**src/rtl/odcd_pkg.sv**
```systemverilog
package odcd_pkg;

  parameter int unsigned CNT_W_DEF = 8;

  // control bits carried next to the two count fields
  typedef struct packed {
    logic odd;
    logic byp;
  } odcd_ctl_t;

endpackage

```
**src/rtl/odcd_cfg_shadow.sv**
```systemverilog
module odcd_cfg_shadow
  import odcd_pkg::*;
#(
  parameter int unsigned CNT_W = CNT_W_DEF
) (
  input  logic             clk_in,
  input  logic             load,
  input  logic [CNT_W-1:0] hi_in,
  input  logic [CNT_W-1:0] lo_in,
  input  odcd_ctl_t        ctl_in,
  output logic [CNT_W-1:0] hi_s,
  output logic [CNT_W-1:0] lo_s,
  output odcd_ctl_t        ctl_s
);

  // deliberately without reset: settings survive a reset pulse
  always_ff @(posedge clk_in) begin
    if (load) begin
      hi_s  <= hi_in;
      lo_s  <= lo_in;
      ctl_s <= ctl_in;
    end
  end

endmodule

```
**src/rtl/odcd_phase_ctr.sv**
```systemverilog
module odcd_phase_ctr
  import odcd_pkg::*;
#(
  parameter int unsigned CNT_W = CNT_W_DEF,
  localparam int unsigned CW   = CNT_W + 1
) (
  input  logic             clk_in,
  input  logic             rst,
  input  logic [CNT_W-1:0] hi_s,
  input  logic [CNT_W-1:0] lo_s,
  input  odcd_ctl_t        ctl_s,
  output logic [CW-1:0]    hi_e,
  output logic [CW-1:0]    lo_e,
  output odcd_ctl_t        ctl_a,
  output logic [CW-1:0]    cnt_q,
  output logic             pos_q,
  output logic             hi_tc,
  output logic             fresh_q
);

  logic [CNT_W-1:0] hi_r, lo_r;
  logic [CW:0]      per_m1;
  logic [CW-1:0]    cnt_nx;
  logic             start;

  // a zero field stands for the full 2^CNT_W cycles
  function automatic logic [CW-1:0] widen(input logic [CNT_W-1:0] v);
    return (v == '0) ? {1'b1, {CNT_W{1'b0}}} : {1'b0, v};
  endfunction

  assign hi_e   = widen(hi_r);
  assign lo_e   = widen(lo_r);
  assign per_m1 = {1'b0, hi_e} + {1'b0, lo_e} - 1'b1;
  assign start  = fresh_q | ({1'b0, cnt_q} == per_m1);
  assign hi_tc  = (cnt_q == hi_e - 1'b1);
  assign cnt_nx = cnt_q + 1'b1;

  always_ff @(posedge clk_in or posedge rst) begin
    if (rst) begin
      fresh_q <= 1'b1;
      cnt_q   <= '0;
      pos_q   <= 1'b0;
      hi_r    <= '0;
      lo_r    <= '0;
      ctl_a   <= '0;
    end else if (start) begin
      // period boundary: adopt held settings, open the high phase
      fresh_q <= 1'b0;
      hi_r    <= hi_s;
      lo_r    <= lo_s;
      ctl_a   <= ctl_s;
      cnt_q   <= '0;
      pos_q   <= 1'b1;
    end else begin
      cnt_q   <= cnt_nx;
      pos_q   <= (cnt_nx < hi_e);
    end
  end

endmodule

```
**src/rtl/odcd_half_trim.sv**
```systemverilog
module odcd_half_trim (
  input  logic clk_in,
  input  logic rst,
  input  logic pos_q,
  input  logic hi_tc,
  input  logic odd_a,
  input  logic byp_a,
  input  logic fresh_q,
  output logic kill_q,
  output logic clk_out
);

  logic div_clk;

  // falling-edge register: ends the last high cycle half a cycle early
  always_ff @(negedge clk_in or posedge rst) begin
    if (rst) kill_q <= 1'b0;
    else     kill_q <= odd_a & pos_q & hi_tc;
  end

  assign div_clk = pos_q & ~kill_q;

  always_comb begin
    if (fresh_q)    clk_out = 1'b0;
    else if (byp_a) clk_out = clk_in;
    else            clk_out = div_clk;
  end

endmodule

```
**src/rtl/odd_duty_clk_div.sv**
```systemverilog
module odd_duty_clk_div
  import odcd_pkg::*;
#(
  parameter int unsigned CNT_W = CNT_W_DEF,
  localparam int unsigned CW   = CNT_W + 1
) (
  input  logic             clk_in,
  input  logic             rst,
  input  logic [CNT_W-1:0] cfg_hi,
  input  logic [CNT_W-1:0] cfg_lo,
  input  logic             cfg_odd,
  input  logic             cfg_byp,
  input  logic             cfg_load,
  output logic             clk_out
);

  logic [CNT_W-1:0] hi_s, lo_s;
  odcd_ctl_t        ctl_in, ctl_s, ctl_a;
  logic [CW-1:0]    hi_e, lo_e, cnt_q;
  logic             pos_q, hi_tc, fresh_q, kill_q;

  assign ctl_in = '{odd: cfg_odd, byp: cfg_byp};

  odcd_cfg_shadow #(.CNT_W(CNT_W)) u_shadow (
    .clk_in (clk_in),
    .load   (cfg_load),
    .hi_in  (cfg_hi),
    .lo_in  (cfg_lo),
    .ctl_in (ctl_in),
    .hi_s   (hi_s),
    .lo_s   (lo_s),
    .ctl_s  (ctl_s)
  );

  odcd_phase_ctr #(.CNT_W(CNT_W)) u_ctr (
    .clk_in  (clk_in),
    .rst     (rst),
    .hi_s    (hi_s),
    .lo_s    (lo_s),
    .ctl_s   (ctl_s),
    .hi_e    (hi_e),
    .lo_e    (lo_e),
    .ctl_a   (ctl_a),
    .cnt_q   (cnt_q),
    .pos_q   (pos_q),
    .hi_tc   (hi_tc),
    .fresh_q (fresh_q)
  );

  odcd_half_trim u_trim (
    .clk_in  (clk_in),
    .rst     (rst),
    .pos_q   (pos_q),
    .hi_tc   (hi_tc),
    .odd_a   (ctl_a.odd),
    .byp_a   (ctl_a.byp),
    .fresh_q (fresh_q),
    .kill_q  (kill_q),
    .clk_out (clk_out)
  );

endmodule

```
**config.mk**
```make
export PLATFORM = sky130hd
export DESIGN_NAME = odd_duty_clk_div
export DESIGN_NICKNAME = d
export VERILOG_FILES = /design/src/rtl/odcd_pkg.sv /design/src/rtl/odcd_cfg_shadow.sv /design/src/rtl/odcd_phase_ctr.sv /design/src/rtl/odcd_half_trim.sv /design/src/rtl/odd_duty_clk_div.sv
export SDC_FILE = /design/constraint.sdc
export NUM_CORES = 1
export LEC_CHECK = 0
export CAP_MARGIN = 20
export CORE_MARGIN = 1.5
export CORE_UTILIZATION = 25
export CTS_CLUSTER_SIZE = 12
export DETAILED_ROUTE_END_ITERATION = 8
export DONT_BUFFER_PORTS = 1
export GPL_ROUTABILITY_DRIVEN = 0
export PLACE_DENSITY = 0.41
export SETUP_SLACK_MARGIN = 0.02
export SLEW_MARGIN = 20
export SYNTH_ARGS = -nofsm -noshare
export SYNTH_HDL_FRONTEND = slang
export SYNTH_SLANG_ARGS = --single-unit
export TNS_END_PERCENT = 5
```
**constraint.sdc**
```tcl
create_clock -name clk_in -period 4.9 [get_ports clk_in]
set_input_delay 0.245 -clock clk_in [delete_from_list [all_inputs] [get_ports clk_in]]
set_output_delay 0.245 -clock clk_in [all_outputs]
set_load 0.02 [all_outputs]
```
-- Yosys cells after proc, flatten, opt, wreduce, memory -nomap -nowiden
Cells that the tools add are included.
- register bits after elaboration: 48
- bits of input ports: 21
- output and inout bits: 1
- add/subtract/negate cells: 4
- equality and inequality tests: 2
- bitwise gates (word level): 5
- reductions and logical operators: 2
- order comparisons: 1
- mux-type cells: 6
- operator list (cell ; count):
    2-to-1 mux 9 bit ; 3
    logical NOT 8 bit ; 2
    adder 9 x 9 -> 10 bit ; 1
    == test 9 x 10 -> 1 bit ; 1
    subtractor 10 x 1 -> 10 bit (second input constant) ; 1
    adder 9 x 1 -> 9 bit (second input constant) ; 1
    == test 9 bit ; 1
    < comparator 9 bit ; 1
    subtractor 9 x 1 -> 9 bit (second input constant) ; 1
    bitwise AND 1 bit ; 3
    2-to-1 mux 1 bit ; 3
    inverter 1 bit ; 1
    OR 1 bit ; 1

-- Longest topological paths before layout
- depth in word-level cells: 7
- mapped depth: 16
- gate-level depth less buffers: 15

-- Hierarchy
A second synthesis with hierarchy kept.
- cells, all modules: 285
- area, all modules: 3036.7 sq um
- by module, submodules not included (module ; seq. area each (sq um) ; cells an instance ; area each (sq um) ; instances):
    odcd_phase_ctr ; 726.9 ; 261 ; 2443.6 ; 1
    odcd_cfg_shadow ; 540.5 ; 18 ; 540.5 ; 1
    odcd_half_trim ; 25.0 ; 6 ; 52.6 ; 1

==> flow_metrics.tcl <==
set metrics [dict create \
    slew_viol_final 0 \
    initial_core_util 0.256 \
    synth_top_area_share 0.239 \
    grt_pass1_wl_um 10100 \
    dr.pass1.iters 4 \
    crit_start "u_ctr.hi_r[0]" \
    finalWirelength_um 6010 \
    syn_avg_cell_area_um2 11.1 \
    synth-seq-cells 48 \
    endpoint_kind "flip-flop" \
    crit_arrival_ns 2.29 \
    synth_seq_area_share 0.441 \
    crit_required_ns 2.93 \
    crit_path_max_fanout 4 \
    die_width_um 111 \
    run_status "complete, no violations" \
    hold_class "input pin to async pin" \
    yosys.area.top_type "dfrtp_1" \
    critPathLaunchType "flip-flop" \
    maxCapViolations 0 \
    p_per_area_nw_per_um2 387 \
    syn_area_um2 2930 \
    endpoint "u_trim.kill_q" \
    cts_tree "done" \
    critPathKind "flip-flop to flip-flop" \
    drtIter0Drc 52 \
    final_net_count 341 \
    synth_nets 315 \
    final_cell_mix "inv_1 (36), ha_1 (29), dfrtp_1 (28)" \
    grt.overflow.total 0 \
    drc 0 \
    insertion_delay_ns 0.44 \
    port_buffers 0 \
    setup_viol 0 \
    place_area_um2 3080 \
    ys_types 46 \
    fin_setup_tns_ns 0 \
    finClkSkew_ns 0.0429 \
    synth_area_leaders "dfrtp_1 (24%), edfxtp_1 (18%), ha_1 (12%), xnor2_1 (5.4%), mux2_4 (5.1%)" \
    tightestPinTransition_ns 0.820 \
    wl_per_cell_um 13.8 \
    diodes 0 \
    r2r_start "u_ctr.hi_r[0]" \
    ant_nets 0 \
    drive_above_1_share 0.113 \
    via_count 1919 \
    maxSlewHeadroom 0.452 \
    pin_count 22 \
    r2r_cells 8 \
    fin_area_um2 3510 \
    grt_pass1_vias 1992 \
    ys_warn_count 0 \
    ir_worst_vdd_mv 0.217 \
    hold_viol 0 \
    coreArea_um2 11400 \
    rsz0062_at_grt "false" \
    mostFrequentLayoutCell "inv_1" \
    die_area_um2 12400 \
    antenna_found_initial 0 \
    syn_inst 264 \
    dieHeight_um 111 \
    clk_pin_slew_ns 0.06 \
    rows 39 \
    post_drt_via_cell_ratio 4.42 \
    dp_hpwl_um 4540 \
    syn_to_final_growth_pct 20.0 \
    timing.rr.end "u_trim.kill_q" \
    reg2reg_slack_ns 0.64 \
    grt_use_total 0.106 \
    post-route-util 0.308 \
    post-cts-setup-buffers 0 \
    power.leakage_nw 1.55 \
    grt_max_degree 31 \
]
-- state kept, by name, summed over array words and instances, names as in the netlist --
| register | cells |
|---|---|
| u_ctr.lo_r | 8 |
| u_trim.kill_q | 1 |
| u_ctr.fresh_q | 1 |
| u_ctr.hi_r | 8 |
| u_ctr.cnt_q | 9 |
| u_ctr.ctl_a | 2 |
| u_shadow.ctl_s | 2 |
| u_ctr.pos_q | 1 |
| u_shadow.lo_s | 8 |
| u_shadow.hi_s | 8 |
-- synth_stat cells, drive strengths merged --
master,number
mux2i,1
nor2,11
dfrtp,28
dfrtn,1
fa,1
o21ai,7
nor3,4
a21oi,7
mux2,18
o21a,2
o211ai,2
a211oi,1
buf,4
a211o,1
or4,2
nor3b,1
nor2b,2
xnor2,18
nand2,14
xor2,11
a41oi,1
o31ai,1
o41ai,1
nand4,5
inv,36
o2bb2ai,1
nor4,3
a21o,4
a31oi,2
dfstp,1
or3,2
a311o,1
ha,29
nand3,8
clkbuf,2
nand2b,1
edfxtp,18
and2,8
and3,2
a32oi,1
conb,1
-- worst max-delay path, cell delays in order (launching register included) --
cell and delay (ns):
dfrtp_1 0.41, inv_1 0.12, ha_1 0.25, xor2_1 0.18, nand4_1 0.13, xnor2_1 0.15, or4_1 0.41, nor2_1 0.13
o21a_1 0.12
-- metrics by stage --
stage | power, mW | worst slack [ns] | instances | hold slack (ns)
detailed placement | 0.856 | 0.615 | 403 | 0.259
floorplan | 0.781 | 0.796 | 264 | 0.335
CTS | 1.38 | 0.648 | 434 | 0.387
finish | 1.36 | 0.636 | 434 | 0.367
global route | 1.45 | 0.512 | 434 | 0.417
global placement | 0.853 | 0.682 | 403 | 0.249
-- power breakdown --
part	internal, mW	switching (mW)	leakage [nW]
combinational	0.172	0.193	0.885
clock	0.347	0.161	0.119
sequential	0.454	0.0330	0.543
total	0.973	0.387	1.55
-- area by class of cell --
cell class / count / area [µm²]
repair buffers: 22 / 215
inverters: 36 / 135
clock inverters: 1 / 30.0
flip-flops and latches: 48 / 1290
multi-input cells: 174 / 1460
well taps: 143 / 179
fillers: 1184 / 7900
clock buffers: 10 / 208
-- metal layers --
layer  GRT usage  wire [µm]  vias up
met4      0.0599        147        0
met5           0          0        -
met1       0.136       2880      910
li1            -          -      960
met3      0.0224        217       10
met2       0.166       2760       39
-- worst min-delay path by stage --
stage / start / endpoint / slack, ns
2_1_floorplan: rst / u_ctr.cnt_q[0] / 0.34
3_3_place_gp: rst / u_ctr.hi_r[6] / 0.25
3_5_place_dp: rst / u_ctr.ctl_a[0] / 0.26
4_1_cts: rst / u_ctr.ctl_a[0] / 0.39
5_1_grt: rst / u_ctr.ctl_a[0] / 0.42
6_report: rst / u_ctr.ctl_a[0] / 0.37
-- cells by family after synthesis --
family,count (synthesis),synth area share
DFF,48,0.441
and+or+nand+nor,63,0.112
xor gates and xnor gates,29,0.0893
AOI/OAI and AO/OA,32,0.0786
other,1,0.00128
buffers and inverters,42,0.0615
muxes,19,0.0855
adders and majority gates,30,0.131
-- what timing repair did --
| item | 4_1_cts | 5_1_grt |
|---|---|---|
| endpoints found under the hold margin | 64 | 0 |
| hold buffers | 20 | 0 |
| resized for setup | 0 | 0 |
Power figures use the tool's default switching activity.
